--- config.mk ---
export PLATFORM = sky130hd
export DESIGN_NAME = flash_cmd_seq
export DESIGN_NICKNAME = d
export VERILOG_FILES = /design/src/rtl/fcs_pkg.sv /design/src/rtl/fcs_first_decode.sv /design/src/rtl/fcs_guard.sv /design/src/rtl/fcs_ctrl.sv /design/src/rtl/flash_cmd_seq.sv
export SDC_FILE = /design/constraint.sdc
export NUM_CORES = 1
export LEC_CHECK = 0
export BUFFER_PORTS_ARGS = -buffer_cell sky130_fd_sc_hd__buf_2
export CAP_MARGIN = 20
export CORE_MARGIN = 1
export CORE_UTILIZATION = 47
export CTS_CLUSTER_DIAMETER = 50
export CTS_CLUSTER_SIZE = 28
export DETAILED_ROUTE_END_ITERATION = 8
export PLACE_DENSITY = 0.79
export SETUP_SLACK_MARGIN = 0.1
export SLEW_MARGIN = 20
export SYNTH_ARGS = -nofsm -noshare
export SYNTH_HDL_FRONTEND = slang
export SYNTH_HIERARCHICAL = 1
export SYNTH_SLANG_ARGS = --single-unit
--- constraint.sdc ---
create_clock -name clk -period 2.45 [get_ports clk]
set_input_delay 0.49 -clock clk [delete_from_list [all_inputs] [get_ports clk]]
set_output_delay 0.49 -clock clk [all_outputs]
set_load 0.03 [all_outputs]
--- src/rtl/fcs_pkg.sv ---
package fcs_pkg;

    typedef enum logic [1:0] {
        ST_IDLE       = 2'd0,
        ST_WAIT_PROG  = 2'd1,
        ST_WAIT_ERASE = 2'd2,
        ST_BUSY       = 2'd3
    } seq_state_t;

    typedef enum logic [1:0] {
        ERR_NONE  = 2'b00,
        ERR_PROG  = 2'b01,
        ERR_ERASE = 2'b10,
        ERR_SEQ   = 2'b11
    } err_code_t;

    typedef enum logic [2:0] {
        KIND_PROG,
        KIND_ERASE,
        KIND_CLEAR,
        KIND_READ,
        KIND_BAD
    } first_kind_t;

    localparam logic [7:0] OPC_PROG    = 8'h40;
    localparam logic [7:0] OPC_ERASE   = 8'h20;
    localparam logic [7:0] OPC_CLEAR   = 8'h50;
    localparam logic [7:0] OPC_READ    = 8'hFF;
    localparam logic [7:0] OPC_CONFIRM = 8'hD0;

    // Reasons a second cycle may be refused
    typedef struct packed {
        logic protect;   // rewrite globally forbidden
        logic out_map;   // address beyond the allocated flash
        logic locked;    // target block locked
        logic bad_conf;  // erase confirm byte wrong
    } verdict_t;

    function automatic first_kind_t classify(input logic [7:0] b);
        case (b)
            OPC_PROG:  return KIND_PROG;
            OPC_ERASE: return KIND_ERASE;
            OPC_CLEAR: return KIND_CLEAR;
            OPC_READ:  return KIND_READ;
            default:   return KIND_BAD;
        endcase
    endfunction

    function automatic logic refused(input verdict_t v);
        return v.protect | v.out_map | v.locked | v.bad_conf;
    endfunction

    function automatic err_code_t fail_code(input logic is_erase);
        return is_erase ? ERR_ERASE : ERR_PROG;
    endfunction

endpackage

--- src/rtl/fcs_first_decode.sv ---
module fcs_first_decode
    import fcs_pkg::*;
(
    input  logic [7:0]  wdata,
    output first_kind_t kind
);
    always_comb begin
        kind = classify(wdata);
    end
endmodule

--- src/rtl/fcs_guard.sv ---
module fcs_guard
    import fcs_pkg::*;
#(
    parameter int ADDR_W    = 16,
    parameter int NUM_BLK   = 4,
    parameter int FLASH_TOP = 'hE000
) (
    input  logic [ADDR_W-1:0]  addr,
    input  logic [7:0]         wdata,
    input  logic               is_erase,
    input  logic               rewrite_en,
    input  logic               rw_dis_a,
    input  logic               rw_dis_b,
    input  logic [NUM_BLK-1:0] blk_lock,
    output verdict_t           verdict
);
    localparam int BLK_W = (NUM_BLK > 1) ? $clog2(NUM_BLK) : 1;
    localparam logic [ADDR_W:0] TOP_EXT = (ADDR_W+1)'(FLASH_TOP);

    logic [BLK_W-1:0]   blk_idx;
    logic [NUM_BLK-1:0] lock_hit;

    assign blk_idx = addr[ADDR_W-1 -: BLK_W];

    // One comparator per block, OR-reduced below
    for (genvar g = 0; g < NUM_BLK; g++) begin : g_lock
        assign lock_hit[g] = blk_lock[g] & (blk_idx == BLK_W'(g));
    end

    always_comb begin
        verdict          = '0;
        verdict.protect  = ~rewrite_en | rw_dis_a | rw_dis_b;
        verdict.out_map  = ({1'b0, addr} >= TOP_EXT);
        verdict.locked   = |lock_hit;
        verdict.bad_conf = is_erase & (wdata != OPC_CONFIRM);
    end
endmodule

--- src/rtl/fcs_ctrl.sv ---
module fcs_ctrl
    import fcs_pkg::*;
#(
    parameter int ADDR_W = 16
) (
    input  logic              clk,
    input  logic              rst,
    input  logic              bus_we,
    input  logic [ADDR_W-1:0] bus_addr,
    input  logic [7:0]        bus_wdata,
    input  first_kind_t       kind,
    input  verdict_t          verdict,
    input  logic              op_done,
    input  logic              op_fail,
    output seq_state_t        state,
    output logic              op_start,
    output logic              op_erase,
    output logic [ADDR_W-1:0] op_addr,
    output logic [7:0]        op_data,
    output err_code_t         err,
    output logic              rd_arr
);
    always_ff @(posedge clk) begin
        if (rst) begin
            state    <= ST_IDLE;
            err      <= ERR_NONE;
            rd_arr   <= 1'b1;
            op_start <= 1'b0;
            op_erase <= 1'b0;
            op_addr  <= '0;
            op_data  <= '0;
        end else begin
            op_start <= 1'b0;
            case (state)
                ST_IDLE: begin
                    if (bus_we) begin
                        case (kind)
                            KIND_PROG: begin
                                state  <= ST_WAIT_PROG;
                                rd_arr <= 1'b0;
                            end
                            KIND_ERASE: begin
                                state  <= ST_WAIT_ERASE;
                                rd_arr <= 1'b0;
                            end
                            KIND_CLEAR: begin
                                err    <= ERR_NONE;
                                rd_arr <= 1'b0;
                            end
                            KIND_READ: begin
                                rd_arr <= 1'b1;
                            end
                            default: begin
                                err    <= ERR_SEQ;
                                rd_arr <= 1'b0;
                            end
                        endcase
                    end
                end
                ST_WAIT_PROG, ST_WAIT_ERASE: begin
                    if (bus_we) begin
                        if (bus_wdata == OPC_READ) begin
                            state  <= ST_IDLE;
                            rd_arr <= 1'b1;
                        end else if (refused(verdict)) begin
                            state <= ST_IDLE;
                            err   <= ERR_SEQ;
                        end else begin
                            state    <= ST_BUSY;
                            err      <= ERR_NONE;
                            op_start <= 1'b1;
                            op_erase <= (state == ST_WAIT_ERASE);
                            op_addr  <= bus_addr;
                            op_data  <= bus_wdata;
                        end
                    end
                end
                ST_BUSY: begin
                    if (op_done) begin
                        state <= ST_IDLE;
                        err   <= op_fail ? fail_code(op_erase) : ERR_NONE;
                    end
                end
                default: state <= ST_IDLE;
            endcase
        end
    end
endmodule

--- src/rtl/flash_cmd_seq.sv ---
module flash_cmd_seq
    import fcs_pkg::*;
#(
    parameter int ADDR_W    = 16,
    parameter int NUM_BLK   = 4,
    parameter int FLASH_TOP = 'hE000
) (
    input  logic               clk,
    input  logic               rst,
    input  logic               bus_we,
    input  logic [ADDR_W-1:0]  bus_addr,
    input  logic [7:0]         bus_wdata,
    input  logic               rewrite_en,
    input  logic               rw_dis_a,
    input  logic               rw_dis_b,
    input  logic [NUM_BLK-1:0] blk_lock,
    output logic               op_start,
    output logic               op_erase,
    output logic [ADDR_W-1:0]  op_addr,
    output logic [7:0]         op_data,
    input  logic               op_done,
    input  logic               op_fail,
    output logic               ready,
    output logic [1:0]         err_code,
    output logic               read_array
);
    first_kind_t kind;
    verdict_t    verdict;
    seq_state_t  state;
    err_code_t   err;

    fcs_first_decode u_dec (
        .wdata (bus_wdata),
        .kind  (kind)
    );

    fcs_guard #(
        .ADDR_W    (ADDR_W),
        .NUM_BLK   (NUM_BLK),
        .FLASH_TOP (FLASH_TOP)
    ) u_guard (
        .addr       (bus_addr),
        .wdata      (bus_wdata),
        .is_erase   (state == ST_WAIT_ERASE),
        .rewrite_en (rewrite_en),
        .rw_dis_a   (rw_dis_a),
        .rw_dis_b   (rw_dis_b),
        .blk_lock   (blk_lock),
        .verdict    (verdict)
    );

    fcs_ctrl #(
        .ADDR_W (ADDR_W)
    ) u_ctrl (
        .clk       (clk),
        .rst       (rst),
        .bus_we    (bus_we),
        .bus_addr  (bus_addr),
        .bus_wdata (bus_wdata),
        .kind      (kind),
        .verdict   (verdict),
        .op_done   (op_done),
        .op_fail   (op_fail),
        .state     (state),
        .op_start  (op_start),
        .op_erase  (op_erase),
        .op_addr   (op_addr),
        .op_data   (op_data),
        .err       (err),
        .rd_arr    (read_array)
    );

    assign ready    = (state != ST_BUSY);
    assign err_code = err;
endmodule

==> results.tsv, run 1 <==
stage	metric	value	unit
timing	worst slew pin tran	0.612	ns
pwr	Flop pwr share	38.0	%
routing	DR vias/cell	5.32	
place	hpwl dp	2580	um
synthesis	Synth Register Bits	31	
synthesis	Post-synth top flop	dfxtp_1	
routing	drt pass-1 iters	4	
setup_path	Critical Path RT	2.65	ns
timing	setup TNS	0	ns
pwr	Internal Power	1010	uW
timing	clk_skew	0.00548	ns
synthesis	mean post-synth cell area	8.33	um^2
pwr	VDD IR-drop max	0.632	mV
place	number of buffers added on ports	65	
floorplanning	IO Pins	66	
global_route	first-pass GRT wire length	5510	um
setup_path	critical path type	in -> reg	
clock_tree	H-tree depth	2	
timing	min Tclk post-route	2.09	ns
synthesis	Async SR Flop Fraction	0	%
floorplanning	number of placement rows	20	
run	maxcap violations	0	
synthesis	EDFF count, synth	0	
floorplanning	die width	59.1	um
floorplanning	Die H	59.1	um
synthesis	syn nets	224	
layout	Final nets	291	
place	Final GP Congestion	0.908	
setup_path	CP max stage delay	0.53	ns
floorplanning	initial core utilization	49.8	%
clock_tree	CTS tree	done	
layout	ant diodes	0	
worst_hold_path	Hold Path Class	in -> reg	
clock_tree	Resize count post-CTS	0	
layout	# fillers	296	
synthesis	Syn. warnings	6	
clock_tree	Max clock buf depth	2	
timing	fin. max-slew vios	0	
timing	Slew HR	59.2	%
clock_tree	clock sink count	31	
global_route	antenna violations before repair	0	
routing	drt drc	0	
setup_path	Crit. End Element	flop	
timing	crit share post-route	85.3	%
setup_path	crit path max-delay cell type	or4_4	
synthesis	post-synth cell types	45	
synthesis	mapped cell area	0.00153	mm^2
clock_tree	post-CTS setup repair buffer count	0	
clock_tree	Clock transition at path regs	0.10	ns
timing	final setup violation count	0	
pwr	sw frac	35.4	%
global_route	GRT overflow	0	
layout	Area Growth Syn to Fin	29.2	%
clock_tree	Hold-fix buffers, CTS	0	
timing	unrepaired setup endpoints after global routing	no	
pwr	clock share of power	26.5	%
global_route	pin count of the biggest net entering global routing	32	
timing	final hold viol count	0	
routing	DRT Wirelength	3570	um
timing	Max Clk Rate	478	MHz
clock_tree	clock root cell	clkbuf_4	
floorplanning	Core ar.	0.00308	mm^2
synthesis	Mapped Cells	184	
pwr	NetSw	555	uW
global_route	vias in the first global route	1285	
setup_path	Critical Path Fanout Max	6	
routing	wire per inst	12.0	um
clock_tree	CTS Buf Count	5	
synthesis	Seq/Total Area, Yosys	40.5	%
setup_path	Worst EP arrival	2.29	ns
pwr	Cell Pwr Density	792	mW/mm^2
floorplanning	die area	0.00349	mm^2
layout	layout cell share with drive strength beyond 1	36.1	%
run_status	status	finished clean	
global_route	gr usage total	21.1	%
pwr	total power	1570	uW
routing	initial detailed-routing violation count	105	
routing	Final ANT Viol Nets	0	
setup_path	CP startpoint kind	primary input	
clock_tree	worst skew pair latency	0.33	ns
pwr	Logic pwr share	35.6	%
routing	vias	1575	
pwr	Static Leak	0.000855	uW
setup_path	CP cell instances	buf_2 > or4_4 > nor2_2 > a41o_1 > nand2b_1 > a311o_1 > nor4_1 > nor3_1	
## cell families (layout without fill, tap and decap cells)
kind of cell    after synthesis  in the layout  synth area share (%)
compound gates               45             45                  19.9
simple gates                 90             90                  30.1
fa+ha+maj                     4              4                  3.27
buf+inv                      13             81                  4.73
flops                        31             31                  40.5
mux                           1              1                  1.47
## synth_stat cells (2+ instances only)
| master | number | share of area (%) |
|---|---|---|
| nand2_1 | 53 | 13 |
| dfxtp_1 | 31 | 40 |
| a21oi_1 | 24 | 7.8 |
| a21oi_2 | 5 | 2.9 |
| inv_1 | 5 | 1.2 |
| nor3_1 | 5 | 1.6 |
| ha_1 | 4 | 3.3 |
| nand4_1 | 4 | 1.6 |
| nand2b_1 | 3 | 1.2 |
| nor2_1 | 3 | 0.73 |
| nor3b_1 | 3 | 1.5 |
| nor4_1 | 3 | 1.2 |
| a21o_1 | 2 | 0.98 |
| a311oi_1 | 2 | 1.1 |
| and4_1 | 2 | 1.1 |
| buf_2 | 2 | 0.65 |
| buf_6 | 2 | 1.5 |
| clkbuf_1 | 2 | 0.49 |
| nand3_1 | 2 | 0.65 |
| nor2b_1 | 2 | 0.82 |
## power by group through the flow
stage / registers (uW) / clock network [uW] / logic, uW
after global placement: 606 / 0 / 544
after global routing: 605 / 453 / 608
after CTS: 596 / 424 / 556
after floorplan: 662 / 0 / 354
final: 595 / 415 / 558
after detailed placement: 607 / 0 / 544
## sequential cells by signal, summed over array words and instances, names as in the netlist
name / flops
u_ctrl/rd_arr: 1
u_ctrl/err: 2
u_ctrl/op_start: 1
u_ctrl/op_data: 8
u_ctrl/op_erase: 1
u_ctrl/op_addr: 16
u_ctrl/state: 2
## final timing paths
check,start,to,slack [ns],cells past startpoint
setup / recovery,bus_wdata[2],u_ctrl/err[0],0.36,8
setup reg to reg,u_ctrl/state[0],u_ctrl/err[0],0.36,6
hold / removal,bus_addr[8],u_ctrl/op_addr[8],0.38,3
hold reg to reg,u_ctrl/op_addr[5],u_ctrl/op_addr[5],0.45,2
## cell type report
cell class,instances,area (um^2),share of cell area (%)
clock buffer,6,51.3,2.59
clock inverter,2,35.0,1.77
sequential,31,621,31.3
inverter,5,18.8,0.948
timing repair buffer,68,360,18.2
multi-input combinational,140,840,42.4
tap,44,55.1,2.78
## worst max-delay path, delay by kind of cell
kind,cells,cell delay (ns)
buf+inv,1,0.13
simple gates,5,1.10
compound gates,2,0.58
## routing by layer
layer | vias up | GRT usage, % | wire length, um
met3 | 10 | 5.90 | 204
met2 | 57 | 34.6 | 1720
met5 | - | 0 | 0
met4 | 0 | 11.6 | 78
li1 | 783 | - | -
met1 | 725 | 24.9 | 1560
## metrics by stage
| stage | instance area (um^2) | setup WS [ns] | std cells | utilization, % | hold WS, ns |
|---|---|---|---|---|---|
| final | 1980 | 0.360 | 296 | 64.3 | 0.384 |
| after global routing | 1980 | 0.204 | 296 | 64.3 | 0.361 |
| after CTS | 1980 | 0.365 | 296 | 64.3 | 0.372 |
| after detailed placement | 1890 | 0.0317 | 288 | 61.5 | 0.443 |
| after global placement | 1890 | 0.0506 | 288 | 61.5 | 0.439 |
| after floorplan | 1530 | 0.236 | 184 | - | 0.525 |
## cell usage in the layout (no fill, tap or decap), types with 2 or more instances in the layout
cell type,instances
nor3_1,5
dfxtp_1,31
a311oi_1,2
nand3_1,2
a21oi_1,24
buf_2,65
buf_4,2
nand2b_1,3
a21o_1,2
nor2b_1,2
nor4_1,3
nor3b_1,3
inv_1,5
nand2_1,53
ha_1,4
and4_1,2
nand4_1,4
clkbuf_4,5
nor2_1,3
a21oi_2,5
Power figures use the tool's default switching activity.
==> inputs of run 2 (changes only) <==
Settings changed: CORE_ASPECT_RATIO set to 2, CORE_MARGIN 1 to 10.
==> run 2 against run 1 <==
- power rose by 7.2%
- cell count fell by 3.7%
- clock power rose by 24%
- sequential share of layout area fell by 0.47 points
- largest cell class unchanged
- highest routed layer unchanged
==> results.tsv, run 2 (synthesis results as in run 1) <==
stage	metric	value	unit	change
routing	routed length on met3	356	um	+75%
clock_tree	H-tree depth	2		unchanged
timing	clk_skew	0.00327	ns	-0.00221 ns
timing	fin. max-slew vios	0		unchanged
floorplanning	initial core utilization	48.6	%	-1.2 points
clock_tree	Max clock buf depth	2		unchanged
timing	crit share post-route	86.2	%	+0.93 points
timing	worst slew pin tran	0.619	ns	+0.00765 ns
clock_tree	clock sink count	31		unchanged
layout	Post-Layout Cell Count	285		-3.7%
layout	biggest regs	u_ctrl/op_addr x16, u_ctrl/op_data x8		
global_route	first-pass GRT wire length	7270	um	+32%
timing	final hold viol count	0		unchanged
place	Final GP Congestion	0.876		-3.5%
clock_tree	worst skew pair latency	0.28	ns	-0.05 ns
layout	Area Growth Syn to Fin	31.2	%	
timing	final setup violation count	0		unchanged
clock_tree	Hold-fix buffers, CTS	0		unchanged
global_route	antenna violations before repair	0		unchanged
run_status	status	finished clean		
floorplanning	die width	60.4	um	+2.2%
floorplanning	Die H	101	um	+70%
timing	Slew HR	58.7	%	-0.51 points
layout	commonest cells after routing, fill and taps aside	buf_2 (65), nand2_1 (53), dfxtp_1 (31)		
floorplanning	die area	0.00608	mm^2	+74%
clock_tree	CTS Buf Count	5		unchanged
run	maxcap violations	0		unchanged
floorplanning	Core ar.	0.00316	mm^2	+2.6%
clock_tree	post-CTS setup repair buffer count	0		unchanged
routing	drt drc	0		unchanged
worst_hold_path	Hold Path Class	in -> reg		
floorplanning	number of placement rows	29		+45%
place	placed cell count	277		-3.8%
routing	DR vias/cell	5.51		+3.5%
global_route	pin count of the biggest net entering global routing	32		unchanged
pwr	VDD IR-drop max	0.629	mV	-0.54%
layout	ant diodes	0		unchanged
setup_path	Critical Path RT	2.59	ns	-0.06 ns
routing	Final ANT Viol Nets	0		unchanged
layout	Final nets	293		+0.69%
place	number of buffers added on ports	65		unchanged
setup_path	Crit. End Element	flop		
timing	setup TNS	0	ns	unchanged
layout	most common cell after layout, fill and taps aside	buf_2		
setup_path	Critical Path Fanout Max	3		-3
floorplanning	IO Pins	66		unchanged
timing	Max Clk Rate	473	MHz	-1.1%
routing	initial detailed-routing violation count	43		-59%
timing	min Tclk post-route	2.11	ns	+0.0227 ns
global_route	GRT overflow	0		unchanged
global_route	gr usage total	15.2	%	-5.9 points
clock_tree	Clock transition at path regs	0.06	ns	-0.04 ns
pwr	Static Leak	0.000878	uW	+2.6%
routing	drt pass-1 iters	4		unchanged
routing	wire per inst	15.9	um	+32%
clock_tree	CTS tree	done		
layout	number of flip-flops in the largest register	16		unchanged
clock_tree	clock root cell	clkbuf_8		
routing	DRT Wirelength	4530	um	+27%
setup_path	CP startpoint kind	primary input		
routing	met2 wire length	2360	um	+38%
setup_path	critical path type	in -> reg		
setup_path	Worst EP arrival	2.26	ns	-0.03 ns
routing	Metal-1 WL	1600	um	+2.6%
routing	highest routed layer	met4		
global_route	vias in the first global route	1614		+26%
layout	layout cell share with drive strength beyond 1	36.6	%	+0.50 points
pwr	Cell Pwr Density	836	mW/mm^2	+5.6%
routing	vias	1570		-0.32%
layout	Biggest register	u_ctrl/op_addr		
timing	unrepaired setup endpoints after global routing	no		
clock_tree	Resize count post-CTS	0		unchanged
place	hpwl dp	3550	um	+37%
==> run 2: final timing paths <==
path / startpoint / endpoint / slack (ns) / depth (start not counted)
hold / removal: bus_addr[2] / u_ctrl/op_addr[2] / 0.44 / 3
setup / recovery: bus_wdata[2] / u_ctrl/err[0] / 0.34 / 8
setup reg to reg: u_ctrl/state[0] / u_ctrl/state[0] / 0.36 / 6
hold reg to reg: u_ctrl/op_addr[2] / u_ctrl/op_addr[2] / 0.45 / 2
==> run 2: cell type report <==
cell class / instances / area (um^2)
well taps: 31 / 38.8
repair buffers: 70 / 375
inverters: 5 / 18.8
clock buffers: 6 / 82.6
clock inverters: 2 / 35.0
multi-input cells: 140 / 840
fillers: 307 / 1150
flip-flops and latches: 31 / 621
==> run 2: power by group <==
group | internal, uW | total (uW) | leakage, uW | switching [uW]
clock network | 329 | 515 | 0.0000612 | 186
logic | 223 | 568 | 0.000566 | 345
registers | 553 | 598 | 0.000251 | 45.1
==> run 2: metrics by stage <==
step	util, %	area [um^2]	setup WS (ns)	total power (uW)	hold WS (ns)
after floorplan	-	1530	0.236	1020	0.525
after global placement	60.0	1890	0.0884	1160	0.438
after detailed placement	60.0	1890	0.0653	1170	0.443
after CTS	63.7	2010	0.355	1690	0.438
after global routing	63.7	2010	0.192	1790	0.443
final	63.7	2010	0.337	1680	0.442
==> run 2: layer usage <==
metal,vias to the layer above,global-route usage [%]
met5,-,0
met4,0,10.1
met3,14,4.67
met2,63,25.4
met1,707,15.2
li1,786,-
==> run 2: critical path, stage by stage <==
cell and delay [ns]:
buf_2 0.10, or4_4 0.53, nor2_2 0.14, a41o_1 0.21
nand2b_1 0.08, a311o_1 0.37, nor4_1 0.27, nor3_1 0.07
==> inputs of run 3 (changes only) <==
Settings changed: CORE_UTILIZATION 47 to 45, CTS_CLUSTER_DIAMETER 50 to not set, PLACE_DENSITY 0.79 to 0.78, SYNTH_HIERARCHICAL 1 to not set.
==> run 3 against run 2 <==
- maximum frequency fell by 5.4%
- clock skew grew 0.0028 ns
- non-clock buffer count grew 2
- flip-flop and latch count is the same
- global-route usage shrank 1.2 points
- sequential power is 12% lower
- first-iteration DRC count down 63%
- die area down 3.6%
- combinational power is 69% lower
- cell count shrank 14%
- via count is 17% lower
==> results.tsv, run 3 <==
stage	metric	value	unit	change
layout	Area Growth Syn to Fin	32.6	%	
routing	drt drc	0		unchanged
setup_path	RR Startpoint	u_ctrl.state[0]		
pwr	NetSw	299	uW	-48%
layout	layout cell share with drive strength beyond 1	38.6	%	+2.0 points
timing	setup TNS	0	ns	unchanged
synthesis	post-synthesis mux area share	18.7	%	+17 points
floorplanning	initial core utilization	46.8	%	-1.7 points
global_route	gr usage total	13.9	%	-1.2 points
clock_tree	Hold-fix buffers, CTS	0		unchanged
layout	ant diodes	0		unchanged
global_route	pin count of the biggest net entering global routing	29		-9.4%
synthesis	mapped cell area	0.00140	mm^2	-9.0%
clock_tree	Resize count post-CTS	0		unchanged
run_status	status	finished clean		
timing	final hold viol count	0		unchanged
timing	Max Clk Rate	448	MHz	-5.4%
worst_hold_path	hold path startpoint	bus_addr[1]		
global_route	GRT overflow	0		unchanged
pwr	Flop pwr share	48.6	%	+13 points
clock_tree	H-tree depth	2		unchanged
setup_path	Crit. End Element	flop		
floorplanning	IO Pins	66		unchanged
pwr	clock share of power	35.4	%	+4.8 points
setup_path	r2r setup slk	0.43	ns	+0.07 ns
synthesis	Async SR Flop Fraction	0	%	unchanged
layout	number of flip-flops in the largest register	16		unchanged
synthesis	Synth Register Bits	31		unchanged
layout	# fillers	266		-13%
place	Final GP Congestion	0.823		-6.0%
routing	drt pass-1 iters	4		unchanged
synthesis	syn nets	181		-19%
timing	worst slew pin tran	0.523	ns	-0.0961 ns
floorplanning	die width	59.4	um	-1.7%
floorplanning	die area	0.00586	mm^2	-3.6%
floorplanning	number of placement rows	28		-3.4%
layout	Multi-input gate area	698	um^2	-17%
synthesis	Post-synth top flop	dfxtp_1		
routing	vias	1297		-17%
global_route	first-pass GRT wire length	6370	um	-12%
synthesis	Post-Synth XOR/XNOR Area	0.628	%	+0.63 points
timing	min Tclk post-route	2.23	ns	+0.120 ns
synthesis	top cells by count, synth	dfxtp_1 (31), nor2_1 (31), mux2i_1 (26), inv_1 (5)		
routing	DR vias/cell	5.29		-3.9%
floorplanning	Core ar.	0.00298	mm^2	-5.7%
floorplanning	Die H	98.7	um	-2.0%
synthesis	area leader, netlist	dfxtp_1		
timing	final setup violation count	0		unchanged
timing	fin. max-slew vios	0		unchanged
clock_tree	Clock transition at path regs	0.07	ns	about the same
synthesis	adder and majority gate portion of the synthesized area	2.69	%	-0.57 points
worst_hold_path	Hold Path Depth	3		unchanged
pwr	Logic pwr share	16.0	%	-18 points
layout	biggest regs	u_ctrl.op_addr x16, u_ctrl.op_data x8		
setup_path	CP startpoint kind	primary input		
clock_tree	worst skew pair latency	0.29	ns	about the same
pwr	VDD IR-drop max	0.710	mV	+13%
layout	Biggest register	u_ctrl.op_addr		
synthesis	Compound-Gate Fraction of Synth Area	11.5	%	-8.4 points
layout	commonest cells after routing, fill and taps aside	buf_2 (65), nor2_1 (31), dfxtp_1 (31)		
synthesis	Mapped Cells	142		-23%
place	number of buffers added on ports	65		unchanged
routing	wire per inst	16.1	um	+1.3%
layout	Seq. cell area	621	um^2	unchanged
setup_path	critical path type	in -> reg		
timing	clk_skew	0.00611	ns	+0.00284 ns
synthesis	combinational family with the most area after synthesis	multiplexers		
setup_path	r2r endpoint	u_ctrl.op_data[3]		
synthesis	EDFF count, synth	0		unchanged
clock_tree	CTS tree	done		
timing	unrepaired setup endpoints after global routing	no		
global_route	antenna violations before repair	0		unchanged
pwr	Static Leak	0.000841	uW	-4.2%
routing	initial detailed-routing violation count	16		-63%
place	hpwl dp	3180	um	-10%
synthesis	share of the synthesized area in the top cell type	44.5	%	+4.0 points
timing	Slew HR	65.1	%	+6.4 points
setup_path	Critical Path Fanout Max	9		+6
clock_tree	post-CTS setup repair buffer count	0		unchanged
global_route	vias in the first global route	1360		-16%
synthesis	Area contributors post-synth	dfxtp_1 (44%), mux2i_1 (19%), nor2_1 (8.3%)		
clock_tree	CTS Buf Count	5		unchanged
clock_tree	clock sink count	31		unchanged
worst_hold_path	hold-critical path endpoint	u_ctrl.op_addr[1]		
setup_path	Critical Path RT	2.61	ns	+0.02 ns
synthesis	post-synthesis simple-gate area fraction	16.0	%	-14 points
pwr	Cell Pwr Density	586	mW/mm^2	-30%
timing	crit share post-route	91.1	%	+4.9 points
pwr	sw frac	27.7	%	-6.7 points
layout	Final nets	253		-14%
worst_hold_path	Hold Path Class	in -> reg		
layout	most common cell after layout, fill and taps aside	buf_2		
routing	DRT Wirelength	3950	um	-13%
routing	Final ANT Viol Nets	0		unchanged
synthesis	post-synth cell types	36		-20%
synthesis	mean post-synth cell area	9.82	um^2	+18%
run	maxcap violations	0		unchanged
place	DP Area	0.00177	mm^2	-6.7%
setup_path	reg2reg path depth	7		+1
synthesis	Seq/Total Area, Yosys	44.5	%	+4.0 points
setup_path	Worst EP arrival	2.39	ns	+0.13 ns
pwr	Internal Power	783	uW	-29%
clock_tree	Max clock buf depth	2		unchanged
layout	final instance area	0.00185	mm^2	-8.0%
synthesis	Syn. warnings	0		-6
clock_tree	clock root cell	clkbuf_8		
[run 3: cell types whose count changed in the layout (fill, tap and decap cells not counted), moves of 4 or more]
cell     before  now
a21oi_1      24    4
nand2_1      53    4
a21oi_2       5    0
mux2i_1       0   26
nor2_1        3   31
nor3_1        5    1
[run 3: layout make-up]
class,count,area share [%]
clock buffers,5,3.72
clock inverters,3,0.812
inverters,5,1.01
multi-input cells,99,37.8
flip-flops and latches,31,33.6
well taps,30,2.03
repair buffers,72,21.1
[run 3: critical path, cell delays in order]
cell	delay, ns
buf_2	0.10
or4_4	0.53
o31a_1	0.37
nor4b_4	0.37
buf_4	0.27
mux2i_1	0.21
nor2_1	0.05
[run 3: through the flow]
step                      cells  hold WS [ns]  power [uW]  setup slack, ns  utilization (%)
after global routing        245         0.446        1130            0.127             62.1
after floorplan             142         0.449         639            0.123                -
final                       245         0.433        1080            0.217             62.1
after detailed placement    237         0.474         711          -0.0815             59.3
after global placement      237         0.467         709          -0.0546             59.3
after CTS                   245         0.431        1090            0.219             62.1
[run 3: how the worst max path moves through the flow]
| stage | from | end | slack [ns] | depth (start not counted) |
|---|---|---|---|---|
| finish | bus_wdata[0] | u_ctrl.op_data[3] | 0.22 | 7 |
| global placement | bus_wdata[0] | u_ctrl.op_data[2] | -0.05 | 7 |
| detailed placement | bus_wdata[0] | u_ctrl.op_data[3] | -0.08 | 7 |
| global route | bus_wdata[0] | u_ctrl.op_data[5] | 0.13 | 7 |
| floorplan | bus_wdata[0] | u_ctrl.op_erase | 0.12 | 7 |
| CTS | bus_wdata[0] | u_ctrl.op_data[3] | 0.22 | 7 |
[run 3: logic make-up after synthesis]
logic type,count (synthesis)
AO/OA/AOI/OAI,22
AND/OR/NAND/NOR,47
adder cells (fa/ha/maj),3
buffers and inverters,12
XOR/XNOR,1
multiplexers,26
flip-flops,31
[run 3: routing by layer]
metal	global-route usage (%)	up-vias	part of all wire [%]
met1	12.5	602	34
met3	6.94	8	8.4
met2	24.3	48	55
li1	-	639	-
met4	6.57	0	2.2
met5	0	-	0
[run 3: power by group through the flow]
stage	clock network [uW]	logic (uW)	registers (uW)
floorplan	0	83.6	555
global placement	0	172	537
detailed placement	0	174	538
CTS	394	174	526
global route	414	192	528
finish	383	174	526
